[config.mk]
export PLATFORM = sky130hd
export DESIGN_NAME = csel_region_decode
export DESIGN_NICKNAME = d
export VERILOG_FILES = /design/src/rtl/csel_pkg.sv /design/src/rtl/csel_region_bank.sv /design/src/rtl/csel_region_match.sv /design/src/rtl/csel_prio_pick.sv /design/src/rtl/csel_region_decode.sv
export SDC_FILE = /design/constraint.sdc
export NUM_CORES = 1
export LEC_CHECK = 0
export BUFFER_PORTS_ARGS = -buffer_cell sky130_fd_sc_hd__buf_4
export CORE_UTILIZATION = 45
export DETAILED_ROUTE_END_ITERATION = 12
export GPL_ROUTABILITY_DRIVEN = 0
export GPL_TIMING_DRIVEN = 0
export SETUP_SLACK_MARGIN = 0.2
export SKIP_LAST_GASP = 1
export SYNTH_ARGS = -nofsm -noshare
export SYNTH_HDL_FRONTEND = slang
export SYNTH_HIERARCHICAL = 1
export SYNTH_SLANG_ARGS = --single-unit
export TNS_END_PERCENT = 50
[constraint.sdc]
create_clock -name clk -period 6 [get_ports clk]
set_clock_uncertainty 0.15 [all_clocks]
set_input_delay 0.9 -clock clk [delete_from_list [all_inputs] [get_ports clk]]
set_output_delay 0.9 -clock clk [all_outputs]
set_load 0.01 [all_outputs]
[src/rtl/csel_pkg.sv]
package csel_pkg;
    parameter int ADDR_W   = 40;
    parameter int N_REG    = 8;
    parameter int IDX_W    = $clog2(N_REG);
    parameter int GRAN_LOG = 16;
    parameter int PAGE_W   = ADDR_W - GRAN_LOG;
    parameter int SZ_W     = 5;
    parameter int SZ_MAX   = PAGE_W;
    parameter int SZ_BIAS  = GRAN_LOG - 1;

    parameter logic [ADDR_W-1:0] WIN_LO    = 40'h00_1009_0000;
    parameter logic [ADDR_W-1:0] WIN_HI    = 40'h00_3FFF_FFFF;
    parameter logic [ADDR_W-1:0] BOOT_BASE = 40'h00_1FC0_0000;
    parameter logic [SZ_W-1:0]   BOOT_SZ   = 5'd7;

    typedef struct packed {
        logic [PAGE_W-1:0] page;
        logic [SZ_W-1:0]   sz;
    } region_t;

    typedef struct packed {
        logic             hit;
        logic             err;
        logic             div;
        logic [N_REG-1:0] oh;
        logic [IDX_W-1:0] idx;
    } dec_t;

    function automatic logic in_window(input logic [ADDR_W-1:0] a);
        return (a >= WIN_LO) && (a <= WIN_HI);
    endfunction

    function automatic logic [PAGE_W-1:0] page_mask(input logic [SZ_W-1:0] k);
        logic [PAGE_W-1:0] m;
        int keff;
        keff = (int'(k) > SZ_MAX) ? SZ_MAX : int'(k);
        for (int j = 0; j < PAGE_W; j++) m[j] = (j >= keff - 1);
        return m;
    endfunction
endpackage

[src/rtl/csel_region_bank.sv]
module csel_region_bank
    import csel_pkg::*;
#(
    parameter logic [ADDR_W-1:0] RST_BASE = BOOT_BASE,
    parameter logic [SZ_W-1:0]   RST_SZ   = BOOT_SZ
) (
    input  logic                      clk,
    input  logic                      rst,
    input  logic                      wr_en,
    input  logic [IDX_W-1:0]          wr_idx,
    input  logic                      wr_field,
    input  logic [ADDR_W-1:0]         wr_data,
    output region_t [N_REG-1:0]       regs
);
    logic unused_wr_bits;
    assign unused_wr_bits = ^wr_data[GRAN_LOG-1:SZ_W];

    for (genvar i = 0; i < N_REG; i++) begin : g_reg
        always_ff @(posedge clk) begin
            if (rst) begin
                if (i == 0) begin
                    regs[i].page <= RST_BASE[ADDR_W-1:GRAN_LOG];
                    regs[i].sz   <= RST_SZ;
                end else begin
                    regs[i].page <= '0;
                    regs[i].sz   <= '0;
                end
            end else if (wr_en && (wr_idx == IDX_W'(i))) begin
                if (wr_field) regs[i].sz   <= wr_data[SZ_W-1:0];
                else          regs[i].page <= wr_data[ADDR_W-1:GRAN_LOG];
            end
        end
    end
endmodule

[src/rtl/csel_region_match.sv]
module csel_region_match
    import csel_pkg::*;
(
    input  logic [PAGE_W-1:0]   addr_page,
    input  region_t [N_REG-1:0] regs,
    output logic [N_REG-1:0]    match
);
    for (genvar i = 0; i < N_REG; i++) begin : g_cmp
        logic [PAGE_W-1:0] keep;
        assign keep     = page_mask(regs[i].sz);
        assign match[i] = (regs[i].sz != '0) &&
                          (((addr_page ^ regs[i].page) & keep) == '0);
    end
endmodule

[src/rtl/csel_prio_pick.sv]
module csel_prio_pick
    import csel_pkg::*;
(
    input  logic [N_REG-1:0] match,
    output logic             any,
    output logic [IDX_W-1:0] idx,
    output logic [N_REG-1:0] oh
);
    always_comb begin
        any = 1'b0;
        idx = '0;
        oh  = '0;
        for (int i = N_REG - 1; i >= 0; i--) begin
            if (match[i]) begin
                any = 1'b1;
                idx = IDX_W'(i);
                oh  = N_REG'(1) << i;
            end
        end
    end
endmodule

[src/rtl/csel_region_decode.sv]
module csel_region_decode
    import csel_pkg::*;
(
    input  logic              clk,
    input  logic              rst,
    input  logic              req_valid,
    input  logic [ADDR_W-1:0] req_addr,
    input  logic              boot_divert,
    input  logic              wr_en,
    input  logic [IDX_W-1:0]  wr_idx,
    input  logic              wr_field,
    input  logic [ADDR_W-1:0] wr_data,
    output logic [N_REG-1:0]  cs_n,
    output logic [N_REG-1:0]  sel_oh,
    output logic [IDX_W-1:0]  sel_idx,
    output logic              hit,
    output logic              err,
    output logic              div
);
    logic              q_valid;
    logic [ADDR_W-1:0] q_addr;
    region_t [N_REG-1:0] regs;
    logic [N_REG-1:0]  match;
    logic              any;
    logic [IDX_W-1:0]  win_idx;
    logic [N_REG-1:0]  win_oh;
    dec_t              dec;

    always_ff @(posedge clk) begin
        if (rst) begin
            q_valid <= 1'b0;
            q_addr  <= '0;
        end else begin
            q_valid <= req_valid;
            if (req_valid) q_addr <= req_addr;
        end
    end

    csel_region_bank u_bank (
        .clk(clk), .rst(rst), .wr_en(wr_en), .wr_idx(wr_idx),
        .wr_field(wr_field), .wr_data(wr_data), .regs(regs)
    );

    csel_region_match u_match (
        .addr_page(q_addr[ADDR_W-1:GRAN_LOG]), .regs(regs), .match(match)
    );

    csel_prio_pick u_pick (
        .match(match), .any(any), .idx(win_idx), .oh(win_oh)
    );

    always_comb begin
        dec = '0;
        if (q_valid && in_window(q_addr)) begin
            if (any) begin
                dec.hit = 1'b1;
                dec.idx = win_idx;
                dec.oh  = win_oh;
                dec.div = boot_divert && (win_idx == '0);
            end else begin
                dec.err = 1'b1;
            end
        end
    end

    assign hit     = dec.hit;
    assign err     = dec.err;
    assign div     = dec.div;
    assign sel_oh  = dec.oh;
    assign sel_idx = dec.idx;
    assign cs_n    = dec.div ? '1 : ~dec.oh;
endmodule


Yosys cells after proc, flatten, opt, wreduce, memory -nomap -nowiden

Index checks and enable logic that the tools add are counted.

Flip-flop bits (word level): 273
Bits in latches: 0
RAM bits: 0
Memory bits (read-only): 0
Input bits: 89
Output and inout port bits: 22
Logic and storage cells: 343
Memories: 0

Add/subtract/negate cells: 8
Multipliers: 0
Div/mod/pow operators: 0
Order comparisons: 202
Eq/ne operators: 7
Shift operators: 0
Muxes and demuxes: 37
Bitwise operators: 18
Reduce and logical (&&, ||, !) cells: 53

Operator list:

| kind                                                                               | count |
|---|---|
| 5-bit by 32-bit >= comparator with 1-bit output, first input constant              | 64 |
| 6-bit by 32-bit >= comparator with 1-bit output, first input constant              | 64 |
| 4-bit by 32-bit >= comparator with 1-bit output, first input constant              | 32 |
| 3-bit by 32-bit >= comparator with 1-bit output, first input constant              | 16 |
| 1-bit by 32-bit >= comparator with 1-bit output, first input constant              | 8 |
| 2-bit by 32-bit >= comparator with 1-bit output, first input constant              | 8 |
| 32-bit by 2-bit subtractor with 32-bit output, second input constant               | 8 |
| 24-bit AND                                                                         | 8 |
| 24-bit zero test                                                                   | 8 |
| 24-bit bitwise XOR                                                                 | 8 |
| 8-bit two-way mux                                                                  | 9 |
| 40-bit by 29-bit >= comparator with 1-bit output, second input constant            | 1 |
| 5-bit greater-than comparator, second input constant                               | 8 |
| 40-bit by 30-bit less-or-equal comparator with 1-bit output, second input constant | 1 |
| 5-bit two-way mux                                                                  | 8 |
| 5-bit nonzero test                                                                 | 8 |
| 2-bit AND reduction                                                                | 16 |
| 3-bit two-way mux                                                                  | 8 |
| 1-bit logical AND                                                                  | 19 |
| 14-bit two-way mux                                                                 | 1 |
| 3-bit == test, second input constant                                               | 4 |
| 12-bit two-way mux                                                                 | 1 |
| 1-bit two-way mux                                                                  | 10 |
| 8-bit inverter                                                                     | 1 |
| other kinds (4)                                                                    | 6 |

Logic depth before layout (Yosys ltp)

Gate-level depths: netlist (run 1).

Depth after elaboration: 21
Mapped depth: 20
Depth with buffers taken out: 16

Cells and area by module

The synthesis (run 1) kept the hierarchy.

Modules (own cells, without submodules):

| module             | instances | cells each | area each (um^2) | seq. area each (um^2) |
|---|---|---|---|---|
| csel_region_bank   | 1         | 828        | 9177.6           | 4644.5 |
| csel_region_match  | 1         | 1146       | 7365.8           | 0.0 |
| csel_region_decode | 1         | 132        | 1172.4           | 500.5 |
| csel_prio_pick     | 1         | 23         | 145.1            | 0.0 |

Least setup slack after synthesis (run 1)

Ideal clock, no wire load.

Path kind: register to output
Start point: register, netlist name u_bank/regs[3]
End point: output div
Data arrival time: 4.591 ns
Data required time: 4.950 ns
Setup slack: 0.359 ns
Stages on the path, launching flop included: 17
Path buffers: 3
Cell sequence: dfxtp_1 -> buf_2 -> buf_1 -> nand2_1 -> nand2_1 -> ha_1 -> nor3b_2 -> mux2_2 -> a21oi_1 -> a21oi_1 -> or4_1 -> nor4_2 -> o21bai_1 -> o41ai_1 -> or4b_2 -> clkbuf_1 -> nor4_1

Longest elaborated chain between the ends: 12
Elaborated cells on any way between the ends: 37
Those cells by class: add/sub (1); order compare (25); mux (5); bitwise (1); reduce/logical (5)

Ends and longest elaborated chain:

| element                                                                       | RTL line                 | source |
|---|---|---|
| 5-bit greater-than comparator                                                 | csel_pkg.sv:36           | `keff = (int'(k) > SZ_MAX) ? SZ_MAX : int'(k);` |
| 5-bit two-way mux                                                             | csel_pkg.sv:36           |  |
| 32-bit by 2-bit subtractor with 32-bit output                                 | csel_pkg.sv:37           | `for (int j = 0; j < PAGE_W; j++) m[j] = (j >= keff - 1);` |
| 1-bit by 32-bit >= comparator with 1-bit output, or another cell as far along | csel_pkg.sv:37           |  |
| 24-bit AND                                                                    | csel_region_match.sv:12  | `(((addr_page ^ regs[i].page) & keep) == '0);` |
| 24-bit zero test                                                              | csel_region_match.sv:12  |  |
| 1-bit logical AND (*)                                                         | csel_region_match.sv:11  | `assign match[i] = (regs[i].sz != '0) &&` |
| via match[0]                                                                  | csel_region_decode.sv:23 | `logic [N_REG-1:0] match;` |
| 3-bit two-way mux (*)                                                         | csel_prio_pick.sv:14     | `if (match[i]) begin` |
| via win_idx[0]                                                                | csel_region_decode.sv:25 | `logic [IDX_W-1:0] win_idx;` |
| 3-bit zero test (*)                                                           | csel_region_decode.sv:59 | `dec.div = boot_divert && (win_idx == '0);` |
| 1-bit logical AND (*)                                                         | csel_region_decode.sv:59 |  |
| 12-bit two-way mux (*)                                                        | csel_region_decode.sv:55 | `if (any) begin` |
| 14-bit two-way mux (*)                                                        | csel_region_decode.sv:54 | `if (q_valid && in_window(q_addr)) begin` |
| end: declaration                                                              | csel_region_decode.sv:18 | `output logic div` |

The timed path passes the listed nets; every way through them passes the cells marked *.

Worst setup path after layout (run 1)

Start point: register q_addr[24]
End point: output div

Elaborated cells on any way between the ends: 56
Those cells by class: order compare (2); mux (18); bitwise (16); reduce/logical (20)

RTL lines:

| element                        | RTL line                 | source |
|---|---|---|
| start: declaration             | csel_region_decode.sv:21 | `logic [ADDR_W-1:0] q_addr;` |
| start signal: assignment       | csel_region_decode.sv:35 | `if (req_valid) q_addr <= req_addr;` |
| 24-bit bitwise XOR             | csel_region_match.sv:12  |  |
| 24-bit AND                     | csel_region_match.sv:12  |  |
| 24-bit zero test               | csel_region_match.sv:12  |  |
| 1-bit logical AND              | csel_region_match.sv:11  |  |
| via match[2]                   | csel_region_decode.sv:23 |  |
| 3-bit two-way mux (3 in a row) | csel_prio_pick.sv:14     |  |
| via win_idx[0]                 | csel_region_decode.sv:25 |  |
| 3-bit zero test                | csel_region_decode.sv:59 |  |
| 1-bit logical AND              | csel_region_decode.sv:59 |  |
| 12-bit two-way mux             | csel_region_decode.sv:55 |  |
| 14-bit two-way mux             | csel_region_decode.sv:54 |  |

The timed path passes the listed nets, and every way through them passes these cells.

==> impl_summary.md, run 1 <==
Die
The full die area is 40,500 sq um. The I/O pin count is about 110. The floorplan core area is roughly 39,000 sq um.

The number of rows created at floorplan is 72. The chip width is 201 um. The initial utilization of the core area, before any placement, comes to 0.459. The die is 201 um tall.

Global routing
The number of global-route vias before repair is 16,300. Across every metal layer, demand over resource in global routing totals 0.316. The maximum number of pins on one net before global-route repair is 15.

The initial antenna violation count is 0. The global-route wire length before repair is between 90 and 100 mm. The total global routing overflow is 0.

Synthesis
The synthesized design contains 257 register bits. The portion of the post-synthesis area used by sequential elements is 0.288. The average cell area after synthesis is 8.39 sq um. The number of synthesis warnings is 6.

By area the synthesized netlist is led by dfxtp_1, mux2i_1, nand2b_1. The count of cell types in the netlist is 95. The number of synthesized flops with an enable pin is 0. The post-synthesis cell count is 2,129.

Counting flops with an async set or reset pin after synthesis yields a share of 0. Of the post-synthesis cell area, the dominant cell type holds 0.288. The netlist area before placement is between 15,000 and 20,000 sq um. The biggest area contributor in the post-synthesis netlist is dfxtp_1. The number of nets in the synthesized netlist is between 2,000 and 2,500.

The predominant post-synthesis flop cell is dfxtp_1.

Worst setup path
The type of the setup path with the least slack is register to primary output. Measured in cells, the most critical reg-to-reg path has a length of 2. At the worst endpoint, the arrival time is 4730 ps. The largest individual stage delay along the critical path comes from the cell clkdlybuf4s15_1.

Walking the worst path, the cells encountered are clkdlybuf4s15_1 -> xor2_1 -> nor4b_1 -> a21oi_1 -> nand4_1 -> nor4_2 -> buf_4 -> and2b_2 -> o21bai_1 -> o41ai_2 -> buf_4 -> or4b_4 -> buf_6 -> nor4_4 -> buf_4. For the worst setup path, the data required time is slightly below 5000 ps. The critical path starts at q_addr[24]. The start of the worst register-to-register path is u_bank/regs[60]. The peak fanout along the critical path is 9. Among the stages of the critical path, the cell type that occurs most often is buf_4. STA classifies the critical path endpoint as a primary output. The worst setup path is launched from a register.

The largest stage delay on the critical path is 790 ps.

Finish
The core occupancy in the finished layout is 0.552. The final layout net count is 2,405. 0 antenna diodes ended up in the layout. The fraction of layout cells with a size suffix above 1 is 0.186. The finished layout holds 2,834 standard cells, fillers aside.

The post-synthesis to final-layout area growth is 20.3%. The finished cells cover 21,500 sq um.

Routing
The number of nets still failing antenna checks after routing is 0. The routed design uses 29.8 mm of met2 wire. For this run, design rule violations remaining after detail routing come to 0. After detailed routing, the average wire length per cell comes to 23.4 um. The detailed-route wire length is 66.3 mm. In the routed layout, each cell is associated on average with a via count of 6.01.

The highest routing layer actually used is met4. The count of vias placed by the detailed router is 17,000. In the detailed route, the total length drawn on met3 is 5.99 mm. The detailed router finished its first iteration with 2,070 violations.

The first TritonRoute pass finished after 8 iterations. The routed metal-1 wire length is 27.2 mm.

Placement
Counting tap cells, the placed design contains a total of 2,728 instances. The number of input and output port buffers inserted is 80. Once placement finished, the instance area stood at around 19,000 sq um. The sum of net half-perimeters after detailed placement is 44.7 mm.

Power and ir drop
In this run the static leakage power is ~0.0097 uW. The peak supply drop is 0.206 mV. The areal power density over the cells is between 200 and 250 nW/um^2. The total power consumption of the routed design is approximately 4400 uW.

Clock tree
The clock net in this run drives a total of 257 sinks. Counting along the longest clock path gives a buffer depth of 3. Clock-pin slew was measured on the worst setup and hold paths at 60 ps. In this run the number of H-tree levels came out at 1. At the later pin of the worst-skew pair, clock insertion delay measures between 500 and 600 ps. The cell sitting at the root of the clock tree is a clkbuf_16. TritonCTS built the clock tree. The count of hold-fix buffers inserted at cts is 0. The number of buffers added by the clock tree synthesis step is 30.

Hold path
The worst hold path begins at u_bank/regs[120]. The type of the worst min-delay path is register to register. The hold path depth is 2.

Timing
The max-slew violation count is 0. Based on the critical path, the design can be clocked at up to approximately 0.17 GHz. The remaining max-slew budget at the tightest pin is 0.174. Setup repair after global routing could not meet its margin everywhere.

Counting I/O delays and the setup requirement, the final critical path takes 5780 ps. At the pin with the least slew margin, the transition time is 1240 ps. In the finished design, the share of the clock period the worst path needs comes to 0.964.

Setup violations remaining at the end of the flow were counted as 0. The hold violation count in the final report was 0.

Status
The run finished with clean final reports.

Flow run
Max-cap violations in this run came to 0.
## final timing paths
path	to	slack, ps
setup reg to reg	u_bank/regs[60]	5010
hold / removal	u_bank/regs[120]	330
setup / recovery	div	220
hold reg to reg	u_bank/regs[120]	330
## repair_timing
action	4_1_cts	5_1_grt
setup buffers	30	20
gates resized for setup	181	107
pin swaps	24	28
cloned	0	0
setup endpoints to repair	22	22
endpoints found under the hold margin	0	0
## power breakdown
group / leakage [uW] / switching (uW) / internal (uW)
Sequential: 0.00208 / 24.5 / 1740
Clock: 0.000511 / 774 / 1180
Combinational: 0.00707 / 430 / 263
## cells by family (layout without fill, tap and decap cells)
family                   Yosys count  count (layout)  share of synthesized area
AO/OA/AOI/OAI                    398             398                      0.150
multiplexers                     271             271                      0.152
adder cells (fa/ha/maj)           25              25                     0.0174
buffers and inverters            231             418                     0.0578
AND/OR/NAND/NOR                  744             744                      0.235
flip-flops                       257             257                      0.288
XOR/XNOR                         203             203                     0.0995
## per-stage QoR
step / setup TNS (ps) / setup slack (ps) / hold slack (ps)
after floorplan: 0 / 359 / 295
after global placement: -20490 / -1500 / 310
after detailed placement: -12980 / -1030 / 317
after CTS: 0 / 190 / 329
after global routing: 0 / 74.7 / 347
final: 0 / 218 / 329
## state kept, by name (all words and copies together) (netlist names)
name         count
q_addr          24
q_valid          1
u_bank/regs    232
## worst max-delay path: cells and delay by family, from the launching register on
| family | cells | cell delay [ps] |
|---|---|---|
| AO/OA/AOI/OAI | 3 | 400 |
| AND/OR/NAND/NOR | 6 | 1520 |
| buffers and inverters | 5 | 1480 |
| XOR/XNOR | 1 | 410 |
| flip-flops | 1 | 340 |
## synthesized netlist by cell type, types with 17 or more instances
master    count
a31oi_1      20
nand2_1     107
dfxtp_1     257
a21oi_1      88
nor2_1      106
o21ai_0      80
buf_2        35
clkbuf_1    109
buf_4        17
mux2i_1     267
nor3_1       63
nand3_1      32
o211ai_1     20
nor2b_1      27
inv_1        46
xnor2_1      87
ha_1         24
nand2b_1    278
xor2_1      116
## routing by layer
layer	global-route usage	vias up
met5	0	-
met4	0.135	0
met3	0.0671	189
met2	0.509	888
met1	0.407	8161
li1	-	7789
## cells in the final DEF (no fill, tap or decap), types with 62 or more instances in the layout
cell      instances
a21oi_1          85
buf_4           143
clkbuf_1         70
dfxtp_1         248
mux2i_1         262
nand2_1          85
nand2b_1        275
nor2_1          105
nor3_1           62
o21ai_0          74
xnor2_1          87
xor2_1          114
## area by class of cell
| cell class | count | area, sq um |
|---|---|---|
| Fill cell | 3651 | 17400 |
| Inverter | 47 | 179 |
| Clock inverter | 14 | 193 |
| Multi-Input combinational cell | 1641 | 12300 |
| Tap cell | 518 | 648 |
| Sequential cell | 257 | 5160 |
| Timing Repair Buffer | 131 | 1030 |
| Buffer | 184 | 1110 |
| Clock buffer | 42 | 867 |
(Power assumes the default switching activity.)
==> run 2: changes to the inputs <==
--- a/config.mk
+++ b/config.mk
@@ -6,10 +6,11 @@
 export NUM_CORES = 1
 export LEC_CHECK = 0
 export BUFFER_PORTS_ARGS = -buffer_cell sky130_fd_sc_hd__buf_4
-export CORE_UTILIZATION = 45
+export CORE_UTILIZATION = 40
 export DETAILED_ROUTE_END_ITERATION = 12
 export GPL_ROUTABILITY_DRIVEN = 0
 export GPL_TIMING_DRIVEN = 0
+export PLACE_DENSITY = 0.56
 export SETUP_SLACK_MARGIN = 0.2
 export SKIP_LAST_GASP = 1
 export SYNTH_ARGS = -nofsm -noshare
==> impl_summary.md, run 2 (synthesis gave the netlist of run 1 again) <==
Timing
The slew at the pin closest to its max-slew limit came to 1190 ps (was 1240 ps). The hold violation count in the final report is 0 (unchanged). The final clock period utilization by the worst path is 0.956 (was 0.964). The max-slew violation count was 0 (unchanged). The achievable clock frequency is 0.174 GHz (was 0.173 GHz).

The final-layout worst hold slack was 331 ps (was 329 ps). The time the worst path needs with I/O delays and setup is 5730 ps (was 5780 ps). The remaining max-slew budget at the tightest pin came to 0.205 (was 0.174). The worst setup slack after layout is 267 ps (was 218 ps). RSZ-0062 raised after global routing: true (unchanged).

The total setup violations reported at the end of the flow is 0 (unchanged).

Worst setup path
Cell chain of the critical path: buf_8 -> nand2_8 -> nand2_4 -> ha_4 -> and2b_2 -> a31oi_4 -> o211ai_1 -> a311o_1 -> or4_4 -> nor4_4 -> buf_6 -> buf_4 -> buf_4 -> o21ai_1 -> a211oi_2 -> or4b_4 -> buf_2 -> or4b_1 -> buf_4 (was clkdlybuf4s15_1 -> xor2_1 -> nor4b_1 -> a21oi_1 -> nand4_1 -> nor4_2 -> buf_4 -> and2b_2 -> o21bai_1 -> o41ai_2 -> buf_4 -> or4b_4 -> buf_6 -> nor4_4 -> buf_4). The worst reg-to-reg path cell count is 2 (unchanged). The worst reg-to-reg setup slack came to 5000 ps (was 5010 ps). The slowest library cell on the worst path is or4_4 (was clkdlybuf4s15_1). The critical path startpoint category is a register (unchanged).

The start of the worst register-to-register path is u_bank/regs[59] (was u_bank/regs[60]). The required time reported for the critical path endpoint is 4950 ps (about the same). The reg-to-reg endpoint is u_bank/regs[59] (was u_bank/regs[60]). The dominant cell type by count on the critical path is buf_4 (unchanged). The largest stage delay on the critical path came to 540 ps (was 790 ps). The peak fanout along the critical path is 9 (unchanged). The data arrival time of the critical path is 4680 ps (was 4730 ps).

The type of the setup path with the least slack is register to primary output (unchanged). The nature of the critical path endpoint was a primary output (unchanged).

Power and ir drop
The peak supply drop is 0.184 mV (was 0.206 mV). The total leakage power came to 0.00972 uW (was 0.00967 uW). The areal power density over the cells is 199 nW/um^2 (was 205 nW/um^2).

Finish
The filler cell count is 4,304 (was 3,651). The post-route non-filler standard cell count is 2,922 (was 2,834). The area of combinational cells with multiple inputs is 12,500 sq um (was 12,300 sq um). The most common library cell in the layout ignoring fill and taps is nand2b_1 (unchanged). The fraction of layout cells with a size suffix above 1 is 0.201 (was 0.186). The flip-flop count of the largest register, all copies and words added was 232 (unchanged).

The final layout net count is 2,421 (was 2,405). The core occupancy in the finished layout is 0.496 (was 0.552). The area taken by flip-flops and latches is 5160 sq um (about the same).

The post-synthesis to final-layout area growth came to 22.6% (was 20.3%). The register with the most flip-flops is u_bank/regs (unchanged). Largest registers in the final layout: u_bank/regs x232, q_addr x24, q_valid x1 (unchanged). Commonest non-fill, non-tap cells in the layout: nand2b_1, mux2i_1, dfxtp_1 (unchanged). The area of all placed cells without fillers is 21,900 sq um (was 21,500 sq um).

Routing
The per-cell via count in the routed design came to 5.84 (was 6.01). The violation count after the first detailed-route iteration is 1,854 (was 2,070). The number of nets still failing antenna checks after routing is 0 (unchanged).

The count of vias placed by the detailed router came to 17,100 (was 17,000). The number of remaining DRC errors was 0 (unchanged). The highest routing layer actually used is met4 (unchanged). The routed wirelength normalized by instance count is 23.2 um (was 23.4 um). The routed length on met3 is 5.09 mm (was 5.99 mm). The detailed-routed wire length on met2 was 30.2 mm (was 29.8 mm).

The routed metal-1 wire length is 28.9 mm (was 27.2 mm). The detailed-routing iteration count for the pre-antenna-repair pass is 6 (was 8). The detailed-route wire length is 67.9 mm (was 66.3 mm).

Hold path
The sink of the worst hold path is u_bank/regs[117] (was u_bank/regs[120]). The startpoint of the worst hold path is u_bank/regs[117] (was u_bank/regs[120]). The hold path depth was 2 (unchanged). The type of the worst min-delay path is register to register (unchanged).

Placement
The number of input and output port buffers inserted is 80 (unchanged). The placed instance count is 2,802 (was 2,728). The cell area after placement came to 19,200 sq um (was 19,100 sq um). The worst slack after detailed placement is -1160 ps (was -1030 ps). The sum of net half-perimeters after detailed placement is 46.1 mm (was 44.7 mm).

Clock tree
The number of levels the H-tree was split into is 1 (unchanged). The clock tree from TritonCTS is built (unchanged). The number of buffers added by the clock tree synthesis step is 29 (was 30). The clock edge transition at the registers on the reported setup and hold paths came to 60 ps (about the same). The maximum count of clock buffers along a single path was 3 (unchanged).

The clock root buffer master was clkbuf_16 (unchanged). The count of clock tree sinks is 257 (unchanged). The later-pin clock latency in the skew report was 580 ps (was 550 ps). The count of hold-fix buffers inserted at cts is 0 (unchanged).

Status
Outcome: complete, no violations (unchanged).

Global routing
The number of global-route vias before repair came to 16,300 (about the same). The global-route wire length before repair is 99.0 mm (was 98.5 mm). The total track usage is 0.292 (was 0.316).

The maximum number of pins on one net before global-route repair was 15 (unchanged). The total global routing overflow is 0 (unchanged). The initial antenna violation count is 0 (unchanged).

Die
The full die area is 45,500 sq um (was 40,500 sq um). The number of rows created at floorplan is 77 (was 72). The floorplan core area was 44,100 sq um (was 38,900 sq um). The initial standard-cell utilization of the core is 0.405 (was 0.459). The I/O pin count is 111 (unchanged). The chip width is 213 um (was 201 um). The die extent in y was 213 um (was 201 um).

Flow run
The reported max-cap violation count is 0 (unchanged).
## run 2: repair_timing
| item | 4_1_cts | 5_1_grt |
|---|---|---|
| gates cloned | 0 | 2 |
| setup endpoints to repair | 22 | 19 |
| endpoints found under the hold margin | 0 | 0 |
| pin swaps | 33 | 27 |
| setup buffers | 46 | 19 |
| resized for setup | 206 | 118 |
## run 2: worst max-delay path by stage
stage                          start          to  slack [ps]  cells past startpoint
floorplan             u_bank/regs[3]         div         360                     16
global placement     u_bank/regs[61]         div       -1560                     18
detailed placement    u_bank/regs[3]     cs_n[7]       -1160                     19
CTS                 u_bank/regs[119]  sel_idx[0]         200                     24
global route        u_bank/regs[149]         div          70                     20
finish              u_bank/regs[207]     cs_n[6]         270                     19
## run 2: critical path: cells and delay by family (launching register included)
| family | cells | cell delay [ps] |
|---|---|---|
| AND/OR/NAND/NOR | 7 | 1730 |
| AO/OA/AOI/OAI | 5 | 1000 |
| buffers and inverters | 6 | 830 |
| flip-flops | 1 | 370 |
| adder cells (fa/ha/maj) | 1 | 180 |
## run 2: cell type report
| cell class | instances | share of cell area |
|---|---|---|
| antenna | 2 | 0.000229 |
| buffer | 184 | 0.0514 |
| clock buffer | 37 | 0.0373 |
| clock inverter | 14 | 0.00846 |
| inverter | 47 | 0.00823 |
| multi-input combinational | 1641 | 0.572 |
| sequential | 257 | 0.236 |
| tap | 592 | 0.0338 |
| timing repair buffer | 148 | 0.0527 |
## run 2: where the power goes
group,total (uW),switching (uW),leakage [uW],internal [uW]
Combinational,703,435,0.00715,268
Sequential,1760,24.8,0.00208,1740
Clock,1890,767,0.000488,1130
## run 2: through the flow
| stage | TNS [ps] | total power [uW] |
|---|---|---|
| 5_1_grt | 0 | 4490 |
| 2_1_floorplan | 0 | 2190 |
| 6_report | 0 | 4360 |
| 4_1_cts | 0 | 4350 |
| 3_5_place_dp | -16190 | 2430 |
| 3_3_place_gp | -24870 | 2420 |
## run 2: routing by layer
layer | up-vias | global-route usage
met5 | - | 0
met4 | 0 | 0.136
met3 | 212 | 0.0450
met2 | 845 | 0.458
met1 | 8187 | 0.391
li1 | 7828 | -
